`config.mk`:
```
export PLATFORM = sky130hd
export DESIGN_NAME = fifo_dma_req
export DESIGN_NICKNAME = d
export VERILOG_FILES = /design/src/rtl/fifo_dma_pkg.sv /design/src/rtl/fdr_store.sv /design/src/rtl/fdr_cfg.sv /design/src/rtl/fdr_thresh.sv /design/src/rtl/fifo_dma_req.sv
export SDC_FILE = /design/constraint.sdc
export NUM_CORES = 1
export LEC_CHECK = 0
export ABC_AREA = 1
export BUFFER_PORTS_ARGS = -buffer_cell sky130_fd_sc_hd__buf_4
export CORE_MARGIN = 2
export CORE_UTILIZATION = 45
export CTS_CLUSTER_DIAMETER = 50
export DETAILED_ROUTE_END_ITERATION = 8
export HOLD_SLACK_MARGIN = 0.15
export PLACE_DENSITY = 0.69
export SETUP_SLACK_MARGIN = 0.2
export SLEW_MARGIN = 40
export SYNTH_ARGS = -nofsm -noshare
export SYNTH_HDL_FRONTEND = slang
export SYNTH_HIERARCHICAL = 1
export SYNTH_SLANG_ARGS = --single-unit
export TNS_END_PERCENT = 1
```
`constraint.sdc`:
```
create_clock -name clk -period 4.4 [get_ports clk]
set_clock_uncertainty 0.15 [all_clocks]
set_input_delay 0.66 -clock clk [delete_from_list [all_inputs] [get_ports clk]]
set_output_delay 0.66 -clock clk [all_outputs]
set_load 0.03 [all_outputs]
```
`src/rtl/fifo_dma_pkg.sv`:
```
// Package: shared types for the FIFO DMA requester.
// Assumes nothing beyond the data-path direction being a single bit.
package fifo_dma_pkg;

    // Transfer direction as decoded from the direction input.
    typedef enum logic {
        DIR_TX = 1'b0,
        DIR_RX = 1'b1
    } xfer_dir_e;

    // One watermark indication: either a DMA request or a polled flag.
    typedef struct packed {
        logic req;
        logic flag;
    } wm_ind_t;

endpackage

```
`src/rtl/fdr_store.sv`:
```
// Module: circular word store with a head pointer and a fill count.
// Accepts at most one push and one pop per cycle. A push into a full store
// is dropped even when a pop happens in the same cycle. A pop from an empty
// store is ignored. DEPTH is assumed to be a power of two.
module fdr_store #(
    parameter int DEPTH = 32,
    parameter int WIDTH = 16,
    localparam int IDX_W = $clog2(DEPTH),
    localparam int CNT_W = IDX_W + 1
) (
    input  logic             clk,
    input  logic             rst_n,
    input  logic             push,
    input  logic [WIDTH-1:0] push_data,
    input  logic             pop,
    output logic [WIDTH-1:0] head_data,
    output logic [CNT_W-1:0] count
);

    logic [WIDTH-1:0] mem [DEPTH];
    logic [IDX_W-1:0] head_q;
    logic [CNT_W-1:0] count_q;
    logic [IDX_W-1:0] tail_idx;
    logic             push_ok;
    logic             pop_ok;

    // Qualify the strobes against full and empty, and locate the tail.
    always_comb begin
        push_ok  = push && (count_q != CNT_W'(DEPTH));
        pop_ok   = pop && (count_q != '0);
        tail_idx = head_q + IDX_W'(count_q);
    end

    // Write an accepted word at the tail slot.
    always_ff @(posedge clk) begin
        if (push_ok) begin
            mem[tail_idx] <= push_data;
        end
    end

    // Advance the head and track the number of stored words.
    always_ff @(posedge clk) begin
        if (!rst_n) begin
            head_q  <= '0;
            count_q <= '0;
        end else begin
            if (pop_ok) begin
                head_q <= head_q + 1'b1;
            end
            case ({push_ok, pop_ok})
                2'b10:   count_q <= count_q + 1'b1;
                2'b01:   count_q <= count_q - 1'b1;
                default: count_q <= count_q;
            endcase
        end
    end

    assign head_data = mem[head_q];
    assign count     = count_q;

endmodule

```
`src/rtl/fdr_cfg.sv`:
```
// Module: holds the two watermark levels and the two DMA enables.
// All four values are loaded together on a single strobe. Reset leaves the
// high level at its maximum, the low level at zero and DMA disabled.
module fdr_cfg #(
    parameter int LVL_W = 5
) (
    input  logic             clk,
    input  logic             rst_n,
    input  logic             load,
    input  logic [LVL_W-1:0] hi_in,
    input  logic [LVL_W-1:0] lo_in,
    input  logic             rx_en_in,
    input  logic             tx_en_in,
    output logic [LVL_W-1:0] hi_lvl,
    output logic [LVL_W-1:0] lo_lvl,
    output logic             rx_en,
    output logic             tx_en
);

    // Capture the configuration, or restore the defaults on reset.
    always_ff @(posedge clk) begin
        if (!rst_n) begin
            hi_lvl <= '1;
            lo_lvl <= '0;
            rx_en  <= 1'b0;
            tx_en  <= 1'b0;
        end else if (load) begin
            hi_lvl <= hi_in;
            lo_lvl <= lo_in;
            rx_en  <= rx_en_in;
            tx_en  <= tx_en_in;
        end
    end

endmodule

```
`src/rtl/fdr_thresh.sv`:
```
// Module: combinational watermark evaluation.
// Turns the registered fill count into request and flag outputs. Each
// direction's condition drives its DMA request when DMA is enabled for that
// direction, and its polled flag otherwise. Nothing is reported while the
// store is idle (no transfer and no data).
module fdr_thresh
    import fifo_dma_pkg::*;
#(
    parameter int LVL_W = 5,
    localparam int CNT_W = LVL_W + 1
) (
    input  logic [CNT_W-1:0] count,
    input  xfer_dir_e        dir,
    input  logic             active,
    input  logic [LVL_W-1:0] hi_lvl,
    input  logic [LVL_W-1:0] lo_lvl,
    input  logic             rx_en,
    input  logic             tx_en,
    output wm_ind_t          rx_ind,
    output wm_ind_t          tx_ind
);

    logic live;
    logic rx_cond;
    logic tx_cond;

    // Decide whether each watermark condition currently holds.
    always_comb begin
        live    = active || (count != '0);
        rx_cond = live && (dir == DIR_RX) && (count > CNT_W'(hi_lvl));
        tx_cond = live && (dir == DIR_TX) && (count < CNT_W'(lo_lvl));
    end

    // Send each condition to its request line or to its polled flag.
    always_comb begin
        rx_ind.req  = rx_cond && rx_en;
        rx_ind.flag = rx_cond && !rx_en;
        tx_ind.req  = tx_cond && tx_en;
        tx_ind.flag = tx_cond && !tx_en;
    end

endmodule

```
`src/rtl/fifo_dma_req.sv`:
```
// Module: top level of the threshold-driven FIFO DMA requester.
// Routes host and card strobes into the store according to direction, holds
// the configuration, and raises watermark requests or flags. Assumes the
// strobes are single-cycle qualified pulses in the clock domain.
module fifo_dma_req
    import fifo_dma_pkg::*;
#(
    parameter int DEPTH = 32,
    parameter int WIDTH = 16,
    localparam int IDX_W = $clog2(DEPTH),
    localparam int CNT_W = IDX_W + 1
) (
    input  logic             clk,
    input  logic             rst_n,
    input  logic             host_wr,
    input  logic [WIDTH-1:0] host_wdata,
    input  logic             host_rd,
    input  logic             card_push,
    input  logic [WIDTH-1:0] card_wdata,
    input  logic             card_pop,
    output logic [WIDTH-1:0] head_word,
    input  logic             dir_rx,
    input  logic             xfer_active,
    input  logic             cfg_wr,
    input  logic [IDX_W-1:0] cfg_hi_lvl,
    input  logic [IDX_W-1:0] cfg_lo_lvl,
    input  logic             cfg_rx_dma,
    input  logic             cfg_tx_dma,
    output logic             rx_req,
    output logic             tx_req,
    output logic             rx_flag,
    output logic             tx_flag,
    output logic [CNT_W-1:0] fill,
    output logic             underrun
);

    xfer_dir_e        dir;
    logic             push;
    logic             pop;
    logic [WIDTH-1:0] push_data;
    logic [CNT_W-1:0] count;
    logic [IDX_W-1:0] hi_lvl;
    logic [IDX_W-1:0] lo_lvl;
    logic             rx_en;
    logic             tx_en;
    wm_ind_t          rx_ind;
    wm_ind_t          tx_ind;

    // Choose the pushing and popping side from the transfer direction.
    always_comb begin
        dir = xfer_dir_e'(dir_rx);
        if (dir == DIR_RX) begin
            push      = card_push;
            push_data = card_wdata;
            pop       = host_rd;
        end else begin
            push      = host_wr;
            push_data = host_wdata;
            pop       = card_pop;
        end
    end

    fdr_store #(
        .DEPTH(DEPTH),
        .WIDTH(WIDTH)
    ) u_store (
        .clk       (clk),
        .rst_n     (rst_n),
        .push      (push),
        .push_data (push_data),
        .pop       (pop),
        .head_data (head_word),
        .count     (count)
    );

    fdr_cfg #(
        .LVL_W(IDX_W)
    ) u_cfg (
        .clk      (clk),
        .rst_n    (rst_n),
        .load     (cfg_wr),
        .hi_in    (cfg_hi_lvl),
        .lo_in    (cfg_lo_lvl),
        .rx_en_in (cfg_rx_dma),
        .tx_en_in (cfg_tx_dma),
        .hi_lvl   (hi_lvl),
        .lo_lvl   (lo_lvl),
        .rx_en    (rx_en),
        .tx_en    (tx_en)
    );

    fdr_thresh #(
        .LVL_W(IDX_W)
    ) u_thresh (
        .count  (count),
        .dir    (dir),
        .active (xfer_active),
        .hi_lvl (hi_lvl),
        .lo_lvl (lo_lvl),
        .rx_en  (rx_en),
        .tx_en  (tx_en),
        .rx_ind (rx_ind),
        .tx_ind (tx_ind)
    );

    // Drive the outputs from the store and the evaluator.
    always_comb begin
        fill     = count;
        rx_req   = rx_ind.req;
        rx_flag  = rx_ind.flag;
        tx_req   = tx_ind.req;
        tx_flag  = tx_ind.flag;
        underrun = host_rd && (count == '0);
    end

endmodule

```
==> impl_metrics.json <==
{
  "rrSetupSlack_ns": 1.11,
  "slew_headroom": 0.4374,
  "start_kind": "flop",
  "cts.sinks": 540,
  "overflow": 0,
  "ys_ff_latch": 540,
  "die_h_um": 229.9,
  "drive_above_1_share": 0.1156,
  "synth_cells": 2054,
  "synth_top_area_share": 0.6695,
  "cts_tree": "built",
  "crit_type": "flop to output port",
  "antenna_cells": 0,
  "clk_pin_slew_ns": 0.06,
  "ios": 80,
  "drt_wl_total_mm": 58.60,
  "yosys.area.top_type": "edfxtp_1",
  "cp-end-kind": "output port",
  "leakage_nw": 9.792,
  "finalSetupViolCount": 0,
  "ff2ff_path_depth": 10,
  "place_area_mm2": 0.02419,
  "fmax_ghz": 0.2547,
  "multi_input_area_mm2": 0.005948,
  "slew_viol_final": 0,
  "vdd_drop_max_mv": 0.3885,
  "final_common_cell": "nand2_1",
  "pwr-share-clk": 0.310,
  "final_cell_mix": "nand2_1, edfxtp_1, nand3_1",
  "tns_ns": 0,
  "die_x_um": 229.9,
  "dr.pass1.iters": 7,
  "htreeDepth": 2,
  "power.switching_w": 0.005065,
  "combPwrFrac": 0.271,
  "grtUsageTotal": 0.2205,
  "synth_area_per_cell_um2": 11.18,
  "hold_viol_final": 0,
  "status": "complete, no violations",
  "maxCapViolCount": 0,
  "start_util": 0.4568,
  "grt_max_degree": 129,
  "clk_latency_ns": 0.61,
  "synth_fp_nets": 2125,
  "post-route-period-util": 0.8924,
  "internal-power_w": 0.009871,
  "fin_area_mm2": 0.02604,
  "grt_pass1_wl_mm": 88.79,
  "portBuffers": 79,
  "critical_path.max_fanout": 63,
  "swShare": 0.3391,
  "rsz0062_at_grt": "no",
  "die_area_mm2": 0.05286,
  "yosysSeqAreaShare": 0.6939,
  "dr_total_vias": 15810,
  "synth_cell_types": 33,
  "hold_class": "input port to flop",
  "wire_per_inst_um": 20.49,
  "antenna_found_initial": 2,
  "worstMarginPinSlew_ns": 0.8387,
  "grt_pass1_vias": 15130,
  "synthTopCellsByArea": "edfxtp_1, nand2_1, nand3_1",
  "power_frac_seq": 0.419,
  "nNetsFinal": 2213,
  "row_count": 82,
  "ant_nets": 0,
  "regArea_mm2": 0.01595,
  "syn_area_mm2": 0.02296,
  "dp_hpwl_mm": 32.35,
  "period_minus_slack_ns": 3.926,
  "cp.required_ns": 3.59,
  "holdPathStages": 5,
  "gp_congestion": 0.8320,
  "syn2layout_area_growth_pct": 13.37,
  "clockBufferDepth": 3,
  "critPathArrivalTime_ns": 3.12,
  "yosysWarnings": 6,
  "route.detailed.drc": 0,
  "drtIter0Drc": 1727,
  "post_drt_via_cell_ratio": 5.529,
  "numCtsBuffers": 55,
  "postCtsSetupBuffers": 0,
  "core_area_mm2": 0.05027,
  "nFillCells": 4254,
  "powerDensity_mw_per_mm2": 573.7,
  "clock-root-buffer": "clkbuf_16"
}
[repair_timing]
item                      4_1_cts  5_1_grt
resized for setup               0        0
hold endpoints to repair        5        0
hold buffers                    5        0
[through the flow]
| step | setup slack, ns | cells | hold WS [ns] | util | power [W] |
|---|---|---|---|---|---|
| after global routing | 0.3407 | 2860 | 0.2172 | 0.5179 | 0.01561 |
| after detailed placement | 1.028 | 2752 | 0.2965 | 0.4811 | 0.01036 |
| after floorplan | 1.362 | 2054 | 0.2789 | - | 0.009147 |
| final | 0.4735 | 2860 | 0.1908 | 0.5179 | 0.01494 |
| after CTS | 0.5072 | 2860 | 0.1730 | 0.5179 | 0.01496 |
| after global placement | 1.122 | 2752 | 0.2975 | 0.4810 | 0.01028 |
[worst max-delay path, cell delays in order, from the launching register on]
cell and delay (ns):
dfxtp_4 0.49, inv_6 0.45, buf_12 0.33, nand2_1 0.09
nand3_1 0.08, nand2_1 0.10, a21oi_1 0.19, o31ai_1 0.12
a21oi_1 0.35, buf_4 0.24
[registers in the layout, summed over array words and instances (netlist names), named ones only]
register / flops
u_cfg/lo_lvl: 5
u_store/head_q: 5
u_store/count: 6
u_cfg/tx_en: 1
u_cfg/rx_en: 1
u_store/mem: 512
u_cfg/hi_lvl: 5
[synth_stat cells]
cell type	number
nor2_1	99
clkinv_1	1
o21ai_2	12
inv_2	3
o21bai_1	2
buf_12	1
fa_1	1
buf_6	32
buf_1	11
nand2_1	698
buf_8	2
inv_1	67
xnor2_1	7
nor2_2	1
nor4_1	1
a21oi_2	1
xor2_1	4
o31ai_1	16
clkbuf_1	21
o21ai_0	14
ha_1	17
or2_1	1
nand3_1	340
buf_4	20
o22ai_1	1
a21oi_1	105
buf_2	28
inv_6	1
nand4_1	4
nand2_2	1
dfxtp_1	28
edfxtp_1	512
nor3_1	2
[logic make-up (layout without fill, tap and decap cells)]
kind of cell	count (synthesis)	count (layout)	share of synthesized area
compound gates	151	151	0.03705
fa+ha+maj	18	18	0.01013
buf+inv	187	321	0.04773
flops	540	540	0.6939
xor+xnor	11	11	0.004195
simple gates	1147	1147	0.2070
[final timing paths]
kind / from / to
setup reg to reg: u_store/count[0] / u_store/mem[13][15]
hold / removal: cfg_rx_dma / u_cfg/rx_en
setup / recovery: flop / head_word[8]
hold reg to reg: u_cfg/hi_lvl[3] / u_cfg/hi_lvl[3]
[power groups by stage]
stage	clock, W	combinational, W	sequential, W
5_1_grt	0.00490	0.00442	0.00629
6_report	0.00463	0.00405	0.00626
3_3_place_gp	0	0.00393	0.00635
3_5_place_dp	0	0.00399	0.00636
2_1_floorplan	0	0.00283	0.00631
4_1_cts	0.00469	0.00401	0.00626
[final cells by class]
cell class                      instances  share of cell area
Inverter                               72             0.01077
Multi-Input combinational cell       1327              0.2285
Clock buffer                           62             0.05469
Tap cell                              672             0.03230
Timing Repair Buffer                  146             0.04690
Clock inverter                         41             0.01442
Sequential cell                       540              0.6125
[layer usage]
layer,track usage,wire length [um],vias to the layer above
met4,0.07883,1697,6
met3,0.04663,6239,102
met1,0.3043,23920,7552
li1,-,-,7276
met2,0.3442,26600,876
met5,0.02022,144,-
No activity file was read; power rests on OpenSTA's default activity.
